`src/rtl/pal_arb_pkg.sv`:
```
// Package pal_arb_pkg
// Shared widths and types for the palette address arbiter.
// Assumes a 16-bit palette word split into 8-bit DAC lanes.
package pal_arb_pkg;
    localparam int PAL_AW  = 12;
    localparam int CPU_AW  = 23;
    localparam int WORD_W  = 16;
    localparam int LANE_W  = 8;

    typedef enum logic {
        SRC_VIDEO = 1'b0,
        SRC_CPU   = 1'b1
    } pal_src_e;
endpackage

```
`src/rtl/pal_src_arb.sv`:
```
// Module pal_src_arb
// Chooses the palette RAM address source each cycle, CPU first, and
// registers it together with the pixel strobe and blank flag so they
// stay aligned with the address on the RAM bus.
// Assumes cpu_sel already decodes the palette region; no wait states.
module pal_src_arb
    import pal_arb_pkg::*;
#(
    parameter int P_AW = PAL_AW,
    parameter int C_AW = CPU_AW
) (
    input  logic            clk,
    input  logic            rst_n,
    input  logic            cpu_sel,
    input  logic [C_AW-1:0] cpu_addr,
    input  logic [P_AW-1:0] vid_index,
    input  logic            pix_stb,
    input  logic            vid_blank,
    output logic [P_AW-1:0] pal_addr,
    output logic            ld_q,
    output logic            blank_q
);

    pal_src_e        src;
    logic [P_AW-1:0] next_addr;
    logic [P_AW-1:0] cpu_word;

    // Palette word index taken from the low CPU address lines only.
    assign cpu_word = cpu_addr[P_AW-1:0];

    // Source selection: a CPU access always takes the bus.
    always_comb begin
        src = cpu_sel ? SRC_CPU : SRC_VIDEO;
        case (src)
            SRC_CPU:   next_addr = cpu_word;
            default:   next_addr = vid_index;
        endcase
    end

    // Register address and the pixel qualifiers that travel with it.
    always_ff @(posedge clk) begin
        if (!rst_n) begin
            pal_addr <= '0;
            ld_q     <= 1'b0;
            blank_q  <= 1'b0;
        end else begin
            pal_addr <= next_addr;
            ld_q     <= pix_stb;
            blank_q  <= vid_blank;
        end
    end

    assert_cpu_wins_R3: assert property (@(posedge clk) disable iff (!rst_n)
        ($past(rst_n) && $past(cpu_sel)) |-> (pal_addr == $past(cpu_addr[P_AW-1:0])));

    assert_video_path_R2: assert property (@(posedge clk) disable iff (!rst_n)
        ($past(rst_n) && !$past(cpu_sel)) |-> (pal_addr == $past(vid_index)));

endmodule

```
`src/rtl/pal_ram_ctrl.sv`:
```
// Module pal_ram_ctrl
// Generates the palette RAM strobes: write enable for a CPU write,
// output enable for every other cycle (CPU read or video fetch).
// Assumes the RAM needs its controls registered with the address.
module pal_ram_ctrl (
    input  logic clk,
    input  logic rst_n,
    input  logic cpu_sel,
    input  logic cpu_wr,
    output logic ram_we_n,
    output logic ram_oe_n
);

    logic wr_cycle;

    // A write cycle is a selected CPU access with the write flag set.
    assign wr_cycle = cpu_sel & cpu_wr;

    // Register active-low strobes; both idle high in reset.
    always_ff @(posedge clk) begin
        if (!rst_n) begin
            ram_we_n <= 1'b1;
            ram_oe_n <= 1'b1;
        end else begin
            ram_we_n <= ~wr_cycle;
            ram_oe_n <= wr_cycle;
        end
    end

    assert_we_follows_write_R5: assert property (@(posedge clk) disable iff (!rst_n)
        $past(rst_n) |-> (ram_we_n == !($past(cpu_sel) && $past(cpu_wr))));

    assert_no_bus_fight_R6: assert property (@(posedge clk) disable iff (!rst_n)
        (ram_we_n || ram_oe_n));

endmodule

```
`src/rtl/pal_color_latch.sv`:
```
// Module pal_color_latch
// Splits the palette word into byte lanes and loads them on a
// qualified pixel strobe; a blanked pixel loads zero.
// Assumes ram_data is valid in the cycle ld_en is high.
module pal_color_latch
    import pal_arb_pkg::*;
#(
    parameter int D_W = WORD_W,
    parameter int L_W = LANE_W
) (
    input  logic           clk,
    input  logic           rst_n,
    input  logic           ld_en,
    input  logic           blank,
    input  logic [D_W-1:0] ram_data,
    output logic [D_W-1:0] color
);

    localparam int LANES = D_W / L_W;

    for (genvar g = 0; g < LANES; g++) begin : g_lane
        // One byte register per DAC lane, load-enabled by the strobe.
        always_ff @(posedge clk) begin
            if (!rst_n) begin
                color[g*L_W +: L_W] <= '0;
            end else if (ld_en) begin
                color[g*L_W +: L_W] <= blank ? '0 : ram_data[g*L_W +: L_W];
            end
        end
    end

    assert_hold_between_R8: assert property (@(posedge clk) disable iff (!rst_n)
        ($past(rst_n) && !$past(ld_en)) |-> $stable(color));

    assert_blank_zero_R9: assert property (@(posedge clk) disable iff (!rst_n)
        ($past(rst_n) && $past(ld_en) && $past(blank)) |-> (color == '0));

endmodule

```
`src/rtl/pal_arbiter.sv`:
```
// Module pal_arbiter
// Top level: palette RAM address arbitration between CPU and video,
// RAM strobes, and the two DAC colour registers.
// Assumes an asynchronous-read RAM answering within one clock.
module pal_arbiter
    import pal_arb_pkg::*;
#(
    parameter int P_AW = PAL_AW,
    parameter int C_AW = CPU_AW,
    parameter int D_W  = WORD_W
) (
    input  logic            clk,
    input  logic            rst_n,
    input  logic            cpu_sel,
    input  logic            cpu_wr,
    input  logic [C_AW-1:0] cpu_addr,
    input  logic [P_AW-1:0] vid_index,
    input  logic            pix_stb,
    input  logic            vid_blank,
    input  logic [D_W-1:0]  ram_data,
    output logic [P_AW-1:0] pal_addr,
    output logic            ram_we_n,
    output logic            ram_oe_n,
    output logic [7:0]      color_hi,
    output logic [7:0]      color_lo
);

    logic           ld_q;
    logic           blank_q;
    logic [D_W-1:0] color;

    pal_src_arb #(.P_AW(P_AW), .C_AW(C_AW)) u_src (
        .clk       (clk),
        .rst_n     (rst_n),
        .cpu_sel   (cpu_sel),
        .cpu_addr  (cpu_addr),
        .vid_index (vid_index),
        .pix_stb   (pix_stb),
        .vid_blank (vid_blank),
        .pal_addr  (pal_addr),
        .ld_q      (ld_q),
        .blank_q   (blank_q)
    );

    pal_ram_ctrl u_ctrl (
        .clk      (clk),
        .rst_n    (rst_n),
        .cpu_sel  (cpu_sel),
        .cpu_wr   (cpu_wr),
        .ram_we_n (ram_we_n),
        .ram_oe_n (ram_oe_n)
    );

    pal_color_latch #(.D_W(D_W), .L_W(8)) u_latch (
        .clk      (clk),
        .rst_n    (rst_n),
        .ld_en    (ld_q),
        .blank    (blank_q),
        .ram_data (ram_data),
        .color    (color)
    );

    // Byte lanes to the DAC pins.
    assign color_hi = color[15:8];
    assign color_lo = color[7:0];

endmodule

```
`config.mk`:
```
export PLATFORM = sky130hd
export DESIGN_NAME = pal_arbiter
export DESIGN_NICKNAME = d
export VERILOG_FILES = /design/src/rtl/pal_arb_pkg.sv /design/src/rtl/pal_src_arb.sv /design/src/rtl/pal_ram_ctrl.sv /design/src/rtl/pal_color_latch.sv /design/src/rtl/pal_arbiter.sv
export SDC_FILE = /design/constraint.sdc
export NUM_CORES = 1
export LEC_CHECK = 0
export BUFFER_PORTS_ARGS = -buffer_cell sky130_fd_sc_hd__buf_2
export CELL_PAD_IN_SITES_DETAIL_PLACEMENT = 1
export CELL_PAD_IN_SITES_GLOBAL_PLACEMENT = 2
export CORE_ASPECT_RATIO = 1.25
export CORE_MARGIN = 3
export CORE_UTILIZATION = 23
export DETAILED_ROUTE_END_ITERATION = 6
export GPL_TIMING_DRIVEN = 0
export PLACE_DENSITY = 0.83
export SYNTH_ARGS = -nofsm -noshare
export SYNTH_HDL_FRONTEND = slang
export SYNTH_SLANG_ARGS = --single-unit
```
`constraint.sdc`:
```
create_clock -name clk -period 1.75 [get_ports clk]
set_input_delay 0 -clock clk [delete_from_list [all_inputs] [get_ports clk]]
set_output_delay 0 -clock clk [all_outputs]
set_load 0.1 [all_outputs]
```
## After elaboration in Yosys (flattened, before gate mapping)

Index checks and enable logic that the tools add are counted.

| storage, ports and cells | value |
|---|---|
| output and inout port bits | 30 |
| bits in registers | 32 |
| input port bits | 57 |
| word-level logic and storage cells | 13 |

| cells by class | value |
|---|---|
| bitwise gates (word level) | 2 |
| muxes and demuxes | 4 |

Operators with widths:

| cell | count |
|---|---|
| $mux W8 | 2 |
| $mux W12 | 1 |
| $and A1 B1 Y1 | 1 |
| $mux W1 | 1 |
| $not A1 Y1 | 1 |

## Depth between registers and ports, before layout

Gate-level depths: netlist of the first run.

| logic depth | value |
|---|---|
| word-level depth | 2 |
| depth in mapped cells | 4 |
| depth with buffers taken out | 2 |

## By module

A second synthesis of the first run with hierarchy kept.

| unflattened totals | value |
|---|---|
| cells, all modules | 116 |
| area, all modules | 1222.4 um^2 |

Modules (own cells, without submodules):

| module | times used | seq. area each (um^2) | cells an instance | area each (um^2) |
|---|---|---|---|---|
| pal_color_latch | 1 | 320.3 | 70 | 664.4 |
| pal_src_arb | 1 | 280.3 | 42 | 503.0 |
| pal_ram_ctrl | 1 | 40.0 | 4 | 55.1 |

## Least setup slack after synthesis of the first run

No wires, ideal clock.

| timing | value |
|---|---|
| path type | reg2reg |
| from | register, netlist name u_latch.color[6] |
| to | register u_latch.color[6] |
| cell stages (with the launch flop) | 3 |
| library setup time | 67 ps |
| buffers on the path | 0 |
| setup slack | 506 ps |
| data required time | 1683 ps |
| period minus slack after synthesis | 1244 ps |
| arrival | 1178 ps |
| cells stage by stage | dfxtp_1 > nand3b_1 > o21ai_2 |

RTL lines:

| what | line | source |
|---|---|---|
| to (signal, indexed assignment) | pal_color_latch.sv:27 | `color[g*L_W +: L_W] <= blank ? '0 : ram_data[g*L_W +: L_W];` |
| to (decl) | pal_color_latch.sv:16 | `output logic [D_W-1:0] color` |

## Worst setup path in the final report of the first run

| timing | value |
|---|---|
| from | input port vid_index[0] |
| to | register u_src.pal_addr[0] |

| between the ends | value |
|---|---|
| cells in the longest elaborated chain, start to end | 1 |

Ends and longest elaborated chain:

| what | line | source |
|---|---|---|
| from (decl) | pal_arbiter.sv:17 | `input logic [P_AW-1:0] vid_index,` |
| $mux W12 | pal_src_arb.sv:34 | `case (src)` |
| to (signal assigned) | pal_src_arb.sv:47 | `pal_addr <= next_addr;` |
| to (decl) | pal_src_arb.sv:19 | `output logic [P_AW-1:0] pal_addr,` |

No other way between the ends.
A chain may end at the register's enable or synchronous reset.

==> results of run 1 <==
[cells in the mapped netlist]
library cell / number
nor2b_1: 12
nand3b_1: 16
clkbuf_2: 1
buf_2: 1
clkbuf_1: 1
nand4b_1: 1
nand3_1: 1
o21ai_1: 9
dfxtp_1: 32
buf_8: 1
o21ai_0: 5
mux2i_1: 12
buf_6: 2
nand2_1: 18
buf_4: 3
and2_1: 2
nand2b_2: 1
o21ai_2: 1
[through the flow]
stage / hold WS [ns] / setup slack, ns / power (µW) / area, µm² / util [%]
6_report: 0.00397 / 0.477 / 1910 / 2100 / 42.8
5_1_grt: 0.0152 / 0.439 / 2010 / 2100 / 42.8
4_1_cts: 0.0000433 / 0.563 / 1930 / 2100 / 42.8
3_5_place_dp: 0.207 / 0.673 / 1260 / 1650 / 33.7
3_3_place_gp: 0.202 / 0.677 / 1260 / 1650 / 33.7
2_1_floorplan: 0.0842 / 0.506 / 1150 / 1210 / -
[registers in the layout, indices dropped and copies added, names as in the netlist]
| name | count |
|---|---|
| u_latch.color | 16 |
| u_src.pal_addr | 12 |
| u_ctrl.ram_oe_n | 1 |
| u_ctrl.ram_we_n | 1 |
| u_src.blank_q | 1 |
| u_src.ld_q | 1 |
[logic make-up (layout without fill, tap and decap cells)]
group,Yosys count,in the layout,share of synthesized area [%]
AND/OR/NAND/NOR,51,51,24.6
flip-flops,32,32,52.9
AO/OA/AOI/OAI,15,15,6.51
multiplexers,12,12,9.92
buffers and inverters,9,124,6.09
[layout make-up]
cell class                      count  area, µm²
Fill cell                         600       2810
Timing Repair Buffer              108        716
Sequential cell                    32        641
Multi-Input combinational cell     78        497
Clock buffer                        7       96.3
Tap cell                           60       75.1
Buffer                              9       73.8
[worst min-delay path by stage]
stage	start	slack, ns	end	depth (start not counted)
after floorplan	cpu_wr	0.08	u_ctrl.ram_we_n	1
after global placement	cpu_wr	0.20	u_ctrl.ram_we_n	2
after detailed placement	cpu_wr	0.21	u_ctrl.ram_we_n	2
after CTS	cpu_addr[2]	0.00004	u_src.pal_addr[2]	3
after global routing	vid_index[1]	0.02	u_src.pal_addr[1]	3
final	cpu_addr[2]	0.004	u_src.pal_addr[2]	3
[repair_timing]
item	CTS	global route
hold endpoints to repair	29	0
hold buffers	35	0
setup endpoints to repair	0	0
[routing by layer]
layer,wire (µm),global-route usage (%),vias to the layer above
met3,384,6.12,6
met5,0,0,-
met1,1640,15.1,558
li1,-,-,623
met2,2000,25.3,60
met4,49,4.10,0
[power by group through the flow]
| stage | clock network (µW) | logic, µW | registers [µW] |
|---|---|---|---|
| CTS | 617 | 530 | 782 |
| global placement | 0 | 459 | 798 |
| finish | 598 | 531 | 783 |
| floorplan | 0 | 89.0 | 1060 |
| global route | 666 | 559 | 788 |
| detailed placement | 0 | 463 | 799 |
[worst max-delay path, delay by kind of cell]
family                 cells  cell delay (ns)
buffers and inverters      3             1.26
multiplexers               1             0.14
AND/OR/NAND/NOR            1             0.05
==> impl_metrics.csv, run 1 <==
group,metric,value,unit
clock_network,cts_num_sinks,32,
worst_setup_path,crit_required,1.92,ns
worst_setup_path,crit_start,"vid_index[0]",
drt,first_iter_violations,31,
sta,finalSetupViolations,0,
final_layout,syn2layout_area_growth,73.2,%
clock_network,cts_tree,"built",
flow_run,maxCapViolations,0,
final_layout,num_antenna_cells,0,
worst_setup_path,crit_fanout,1,
worst_setup_path,rr_worst_depth,3,
floorplanning,die_h,87.1,µm
floorplanning,num_rows,28,
worst_setup_path,cpMostUsedCell,"dlygate4sd3_1",
clock_network,cts.path.max_buffers,2,
logic_synthesis,synthesis.nets,176,
power,p_per_area,911,nW/µm²
logic_synthesis,ys_types,18,
outcome,status,"finished, final reports clean",
worst_setup_path,critPathCaptureType,"register",
logic_synthesis,synth_top_area_share,52.9,%
sta,skew,0.00593,ns
worst_setup_path,r2r_end,"u_latch.color[14]",
worst_setup_path,r2r_setup_slack,0.68,ns
global_routing,grt_pass1_vias,1331,
worst_setup_path,cp_slowest_cell,"dlygate4sd3_1",
clock_network,htree_levels,2,
logic_synthesis,synthCells,119,
drt,ant_nets,0,
drt,drt_pass1_iterations,3,
power,p_sw,629,µW
power,switching_share,32.9,%
drt,totalWireLength,4070,µm
final_layout,drive_gt1_share,38.5,%
power,clockPowerShare,31.3,%
power,p_int,1280,µW
drt,vias_per_cell,4.24,
final_layout,finalNonFillerCells,294,
placement,placed_cells,252,
logic_synthesis,avgSynthCellArea,10.2,µm²
worst_setup_path,worstSetupStartpointType,"input port",
sta,final_max_slew_viol_count,0,
clock_network,cts_setup_buffers,0,
final_layout,nets,291,
placement,gp_congestion,0.663,
clock_network,clk_pin_slew,0.07,ns
power,ir_worst_vdd,0.000265,V
sta,fin_tns_setup,0,ns
power,seq_power_share,40.9,%
sta,period_needed,1.27,ns
power,leakage,0.00101,µW
floorplanning,coreArea,4900,µm²
floorplanning,initial_utilization,24.7,%
drt,wl_per_cell,13.9,µm
sta,rsz0062_at_grt,"no",
logic_synthesis,synth_warnings,0,
global_routing,grt_first_pass_wirelength,6760,µm
final_layout,final_cell_mix,"74 x buf_2, 35 x dlygate4sd3_1, 32 x dfxtp_1",
worst_setup_path,critPathCapture,"u_src.pal_addr[0]",
worst_setup_path,critPathMaxStageDelay,0.60,ns
logic_synthesis,ys_ff_latch,32,
clock_network,ctsResizeCount,0,
sta,max_slew_margin,66.8,%
logic_synthesis,seq_area_frac_synth,52.9,%
logic_synthesis,yosys.area.top_type,"dfxtp_1",
logic_synthesis,syn_area,1210,µm²
logic_synthesis,synthTopCellsByArea,"dfxtp_1 53%, mux2i_1 9.9%, nand3b_1 9.9%",
global_routing,overflow,0,
sta,fmax,785,MHz
global_routing,antenna_found_initial,0,
clock_network,insertion_delay,0.27,ns
placement,place.port_buffers,73,
floorplanning,die_area,6180,µm²
drt,vias,1247,
drt,drc_errors,0,
global_routing,grt_usage,14.2,%
worst_setup_path,cp_cell_sequence,"dlygate4sd3_1 > buf_2 > mux2i_1 > dlygate4sd3_1 > nor2b_1",
floorplanning,die_width,70.9,µm
final_layout,final_common_cell,"buf_2",
sta,hold_violations,0,
sta,tightest_slew,0.501,ns
worst_setup_path,r2r_start,"u_src.ld_q",
min_path,hp-class,"in2reg",
placement,hpwl,2590,µm
floorplanning,pin_count,87,
clock_network,tritoncts.num_buffers,5,
global_routing,grt_max_degree,11,
power,combPwrFrac,27.8,%
clock_network,cts_root_buffer,"clkbuf_8",
worst_setup_path,critical_path_class,"in2reg",
worst_setup_path,cp.arrival,1.45,ns
sta,fin_crit_sh,72.8,%
Note: power is estimated with default switching activity, not from simulation.
==> run 2: changes to the inputs <==
--- a/config.mk
+++ b/config.mk
@@ -10,10 +10,10 @@
 export CELL_PAD_IN_SITES_GLOBAL_PLACEMENT = 2
 export CORE_ASPECT_RATIO = 1.25
 export CORE_MARGIN = 3
-export CORE_UTILIZATION = 23
+export CORE_UTILIZATION = 21
 export DETAILED_ROUTE_END_ITERATION = 6
 export GPL_TIMING_DRIVEN = 0
-export PLACE_DENSITY = 0.83
+export PLACE_DENSITY = 0.77
 export SYNTH_ARGS = -nofsm -noshare
 export SYNTH_HDL_FRONTEND = slang
 export SYNTH_SLANG_ARGS = --single-unit
==> constraint.sdc (replaced) <==
create_clock -name clk -period 1.3 [get_ports clk]
set_input_delay 0 -clock clk [delete_from_list [all_inputs] [get_ports clk]]
set_output_delay 0 -clock clk [all_outputs]
set_load 0.1 [all_outputs]
==> run 2 against run 1 <==
  * Die area grew 8.8%
  * Cell count up 4.4%
  * Clock power rose by 32%
  * Non-clock buffer count increased by 8
  * Wire length is essentially flat
  * Highest routed layer unchanged
  * Global-route usage decreased by 1.8 points
  * Clock skew shrank 0.0051 ns
  * Sequential share of layout area is 1.1 points lower
==> impl_metrics.csv, run 2 (synthesized netlist as in run 1, its figures left out) <==
group,metric,value,unit
global_routing,antenna_found_initial,0,
final_layout,final_common_cell,"buf_2",
power,ir_worst_vdd,0.000368,V
placement,gp_congestion,0.631,
sta,skew,0.000857,ns
floorplanning,pin_count,87,
min_path,hp-class,"in2reg",
sta,rsz0062_at_grt,"no",
sta,final_max_slew_viol_count,0,
placement,place.port_buffers,73,
flow_run,maxCapViolations,0,
floorplanning,die_area,6720,µm²
worst_setup_path,crit_fanout,1,
floorplanning,initial_utilization,22.0,%
final_layout,nets,299,
worst_setup_path,cpMostUsedCell,"dlygate4sd3_1",
final_layout,largest_register,"u_latch.color",
final_layout,num_antenna_cells,0,
global_routing,grt_first_pass_wirelength,6400,µm
global_routing,grt_max_degree,11,
final_layout,reg_top3,"u_latch.color: 16 flops, u_src.pal_addr: 12 flops",
worst_setup_path,crit_required,1.47,ns
floorplanning,die_h,90.9,µm
final_layout,largest_reg_flops,16,
sta,tightest_slew,0.507,ns
final_layout,final_cell_mix,"74 x buf_2, 43 x dlygate4sd3_1, 32 x dfxtp_1",
worst_setup_path,cp_cell_sequence,"dlygate4sd3_1 > buf_2 > mux2i_1 > dlygate4sd3_1 > nor2b_1",
outcome,status,"finished, final reports clean",
placement,placed_cells,256,
sta,period_needed,1.23,ns
clock_network,cts_num_sinks,32,
worst_setup_path,worstSetupStartpointType,"input port",
clock_network,htree_levels,2,
sta,fin_crit_sh,94.4,%
drt,first_iter_violations,27,
worst_setup_path,r2r_setup_slack,0.22,ns
sta,fmax,815,MHz
global_routing,grt_pass1_vias,1401,
sta,fin_tns_setup,0,ns
floorplanning,num_rows,30,
clock_network,clk_pin_slew,0.07,ns
power,p_total,2580,µW
final_layout,syn2layout_area_growth,80.0,%
clock_network,cts_setup_buffers,0,
worst_setup_path,r2r_start,"u_src.ld_q",
final_layout,fin_util,39.5,%
clock_network,tritoncts.num_buffers,5,
floorplanning,die_width,73.9,µm
worst_setup_path,critPathMaxStageDelay,0.58,ns
power,p_per_area,1180,nW/µm²
clock_network,cts_tree,"built",
clock_network,insertion_delay,0.28,ns
worst_setup_path,crit_start,"vid_index[9]",
clock_network,cts_root_buffer,"clkbuf_8",
final_layout,drive_gt1_share,37.4,%
drt,drt_pass1_iterations,3,
global_routing,overflow,0,
sta,finalSetupViolations,0,
worst_setup_path,critPathCaptureType,"register",
drt,vias_per_cell,4.16,
drt,ant_nets,0,
drt,wl_per_cell,13.3,µm
worst_setup_path,critical_path_class,"in2reg",
floorplanning,coreArea,5520,µm²
sta,worst_hold_slack,0.0292,ns
global_routing,grt_usage,12.4,%
worst_setup_path,cp_slowest_cell,"dlygate4sd3_1",
placement,hpwl,2660,µm
power,leakage,0.00105,µW
clock_network,cts.path.max_buffers,2,
worst_setup_path,cp.arrival,1.40,ns
drt,totalWireLength,4080,µm
final_layout,finalNonFillerCells,307,
drt,drc_errors,0,
sta,hold_violations,0,
drt,vias,1278,
min_path,min_from,"rst_n",
sta,max_slew_margin,66.5,%
## run 2: worst max-delay path, delay by kind of cell
family	cells	cell delay (ns)
mux	1	0.11
buf+inv	3	1.23
simple gates	1	0.05
## run 2: layout make-up
| class | count | area, µm² |
|---|---|---|
| plain buffers | 9 | 73.8 |
| multi-input cells | 78 | 497 |
| clock buffers | 6 | 82.6 |
| clock inverters | 2 | 10.0 |
| fillers | 647 | 3340 |
| well taps | 64 | 80.1 |
| repair buffers | 116 | 796 |
| flip-flops and latches | 32 | 641 |
## run 2: metal layers
layer	track usage [%]	share of wire [%]	up-vias	wire [µm]
met4	4.53	1.4	0	59
met3	3.79	8.3	6	337
met2	20.7	48	58	1950
li1	-	-	642	-
met5	0	0	-	0
met1	14.5	42	572	1730
## run 2: path summary, 6_finish.rpt
check / endpoint / depth (start not counted)
max: u_src.pal_addr[9] / 5
min: u_latch.color[10] / 3
max reg2reg: u_latch.color[6] / 3
min reg2reg: u_latch.color[14] / 2
## run 2: timing repair
action	in CTS	in global routing
endpoints found under the hold margin	32	0
hold buffers	43	0
gates resized for setup	0	0
endpoints found under the setup margin	0	0
## run 2: per-stage QoR
| step | area, µm² | worst slack [ns] |
|---|---|---|
| 2_1_floorplan | 1210 | 0.0556 |
| 3_3_place_gp | 1660 | 0.229 |
| 3_5_place_dp | 1660 | 0.226 |
| 4_1_cts | 2180 | 0.119 |
| 5_1_grt | 2180 | 0.00620 |
| 6_report | 2180 | 0.0732 |
## run 2: where the power goes
group          internal, µW  switching (µW)
registers              1030            20.9
logic                   243             493
clock network           422             369
total                  1700             883
==> run 3: changes to the inputs <==
--- a/config.mk
+++ b/config.mk
@@ -10,10 +10,12 @@
 export CELL_PAD_IN_SITES_GLOBAL_PLACEMENT = 2
 export CORE_ASPECT_RATIO = 1.25
 export CORE_MARGIN = 3
-export CORE_UTILIZATION = 21
+export CORE_UTILIZATION = 22
+export CTS_BUF_LIST = sky130_fd_sc_hd__clkbuf_4 sky130_fd_sc_hd__clkbuf_8
+export CTS_CLUSTER_DIAMETER = 200
 export DETAILED_ROUTE_END_ITERATION = 6
 export GPL_TIMING_DRIVEN = 0
-export PLACE_DENSITY = 0.77
+export PLACE_DENSITY = 0.8
 export SYNTH_ARGS = -nofsm -noshare
 export SYNTH_HDL_FRONTEND = slang
 export SYNTH_SLANG_ARGS = --single-unit
==> run 3 against run 2 <==
  * Highest routed layer unchanged
  * Maximum frequency is 4.1% lower
  * Critical endpoint is now u_src.pal_addr[11]
  * Global-route usage is 2.5 points higher
  * Clock power is 31% higher
  * Flip-flop and latch count stayed put
==> impl_metrics.csv, run 3 (synthesized netlist as in run 1, its figures left out) <==
group,metric,value,unit
worst_setup_path,r2r_setup_slack,0.24,ns
worst_setup_path,critPathCaptureType,"register",
placement,place.port_buffers,73,
floorplanning,initial_utilization,23.3,%
global_routing,overflow,0,
sta,hold_violations,0,
drt,drt_pass1_iterations,3,
clock_network,htree_levels,2,
worst_setup_path,crit_fanout,1,
worst_setup_path,cp.arrival,1.45,ns
clock_network,tritoncts.num_buffers,5,
worst_setup_path,critical_path_class,"in2reg",
worst_setup_path,rr_worst_depth,3,
final_layout,num_antenna_cells,0,
global_routing,grt_max_degree,11,
floorplanning,coreArea,5190,µm²
clock_network,ctsResizeCount,0,
clock_network,cts_num_sinks,32,
sta,period_needed,1.28,ns
worst_setup_path,cp_cell_sequence,"dlygate4sd3_1 > buf_2 > mux2i_1 > dlygate4sd3_1 > nor2b_1",
floorplanning,num_rows,29,
final_layout,final_cell_mix,"74 x buf_2, 42 x dlygate4sd3_1, 32 x dfxtp_1",
floorplanning,die_area,6440,µm²
clock_network,cts_tree,"built",
min_path,whs_path_depth,3,
sta,fin_crit_sh,98.4,%
drt,wl_per_cell,15.0,µm
worst_setup_path,crit_start,"cpu_addr[11]",
worst_setup_path,path_buf_inv,3,
final_layout,largest_register,"u_latch.color",
global_routing,antenna_found_initial,0,
sta,max_slew_margin,66.5,%
drt,totalWireLength,4550,µm
sta,rsz0062_at_grt,"no",
worst_setup_path,worstSetupStartpointType,"input port",
worst_setup_path,cp_slowest_cell,"dlygate4sd3_1",
worst_setup_path,path_delay_family,"buffers and inverters",
drt,drc_errors,0,
sta,skew,0.00687,ns
worst_setup_path,path_depth,5,
sta,final_max_slew_viol_count,0,
final_layout,nets,298,
sta,tightest_slew,0.506,ns
min_path,hp-class,"in2reg",
sta,finalSetupViolations,0,
final_layout,largest_reg_flops,16,
flow_run,maxCapViolations,0,
worst_setup_path,critPathCapture,"u_src.pal_addr[11]",
drt,first_iter_violations,53,
worst_setup_path,r2r_start,"u_src.ld_q",
worst_setup_path,crit_required,1.47,ns
final_layout,syn2layout_area_growth,81.7,%
clock_network,insertion_delay,0.28,ns
sta,fmax,782,MHz
global_routing,grt_pass1_vias,1492,
drt,vias_per_cell,4.35,
power,leakage,0.00106,µW
sta,fin_tns_setup,0,ns
placement,gp_congestion,0.630,
worst_setup_path,cpMostUsedCell,"dlygate4sd3_1",
floorplanning,die_width,72.4,µm
placement,hpwl,2620,µm
global_routing,grt_first_pass_wirelength,7270,µm
worst_setup_path,r2r_end,"u_latch.color[9]",
clock_network,clk_pin_slew,0.07,ns
global_routing,grt_usage,14.9,%
power,p_per_area,1290,nW/µm²
drt,vias,1321,
power,ir_worst_vdd,0.000481,V
outcome,status,"finished, final reports clean",
final_layout,final_common_cell,"buf_2",
final_layout,fin_util,42.4,%
clock_network,cts.path.max_buffers,2,
final_layout,reg_top3,"u_latch.color: 16 flops, u_src.pal_addr: 12 flops",
drt,ant_nets,0,
floorplanning,die_h,89.0,µm
worst_setup_path,critPathMaxStageDelay,0.57,ns
floorplanning,pin_count,87,
clock_network,cts_root_buffer,"clkbuf_8",
final_layout,drive_gt1_share,37.6,%
-- run 3: worst min path at each step --
stage	slack [ns]	endpoint	start
3_3_place_gp	0.20	u_ctrl.ram_we_n	cpu_wr
5_1_grt	0.05	u_latch.color[10]	rst_n
2_1_floorplan	0.08	u_ctrl.ram_we_n	cpu_wr
3_5_place_dp	0.22	u_ctrl.ram_we_n	cpu_wr
4_1_cts	0.03	u_latch.color[9]	rst_n
6_report	0.03	u_src.pal_addr[1]	cpu_addr[1]
-- run 3: timing repair --
action,4_1_cts,5_1_grt
hold buffers,43,0
endpoints found under the setup margin,0,1
endpoints found under the hold margin,32,0
buffers inserted,0,0
-- run 3: worst min-delay path, delay by kind of cell --
family	cells	cell delay [ns]
and+or+nand+nor	1	0.12
buffers and inverters	1	0.08
muxes	1	0.06
-- run 3: routing by layer --
metal  GRT usage (%)  vias up  share of wire [%]  wire [µm]
met5               0        -                  0          0
met4            5.47        0                1.7         76
met3            4.95        8                8.7        397
met2            27.8       63                 51       2340
met1            15.2      612                 38       1740
li1                -      638                  -          -
-- run 3: where the power goes --
group	switching (µW)	total (µW)	internal, µW
clock	369	1040	676
combinational	499	739	241
sequential	23.7	1060	1030
total	891	2840	1950
-- run 3: through the flow --
step	total power (µW)	setup WS [ns]	cells	hold WS [ns]	area, µm²
3_5_place_dp	1700	0.226	254	0.217	1650
4_1_cts	2870	0.117	305	0.0318	2210
6_report	2840	0.0210	304	0.0288	2200
2_1_floorplan	1550	0.0556	119	0.0842	1210
5_1_grt	2960	0.00101	304	0.0517	2200
3_3_place_gp	1690	0.210	254	0.202	1650
-- run 3: cell type report --
| type | count | area (µm²) |
|---|---|---|
| clock buffers | 7 | 96.3 |
| repair buffers | 115 | 786 |
| plain buffers | 9 | 73.8 |
| clock inverters | 1 | 30.0 |
| flip-flops and latches | 32 | 641 |
| multi-input cells | 78 | 497 |
| fillers | 614 | 2990 |
| well taps | 62 | 77.6 |
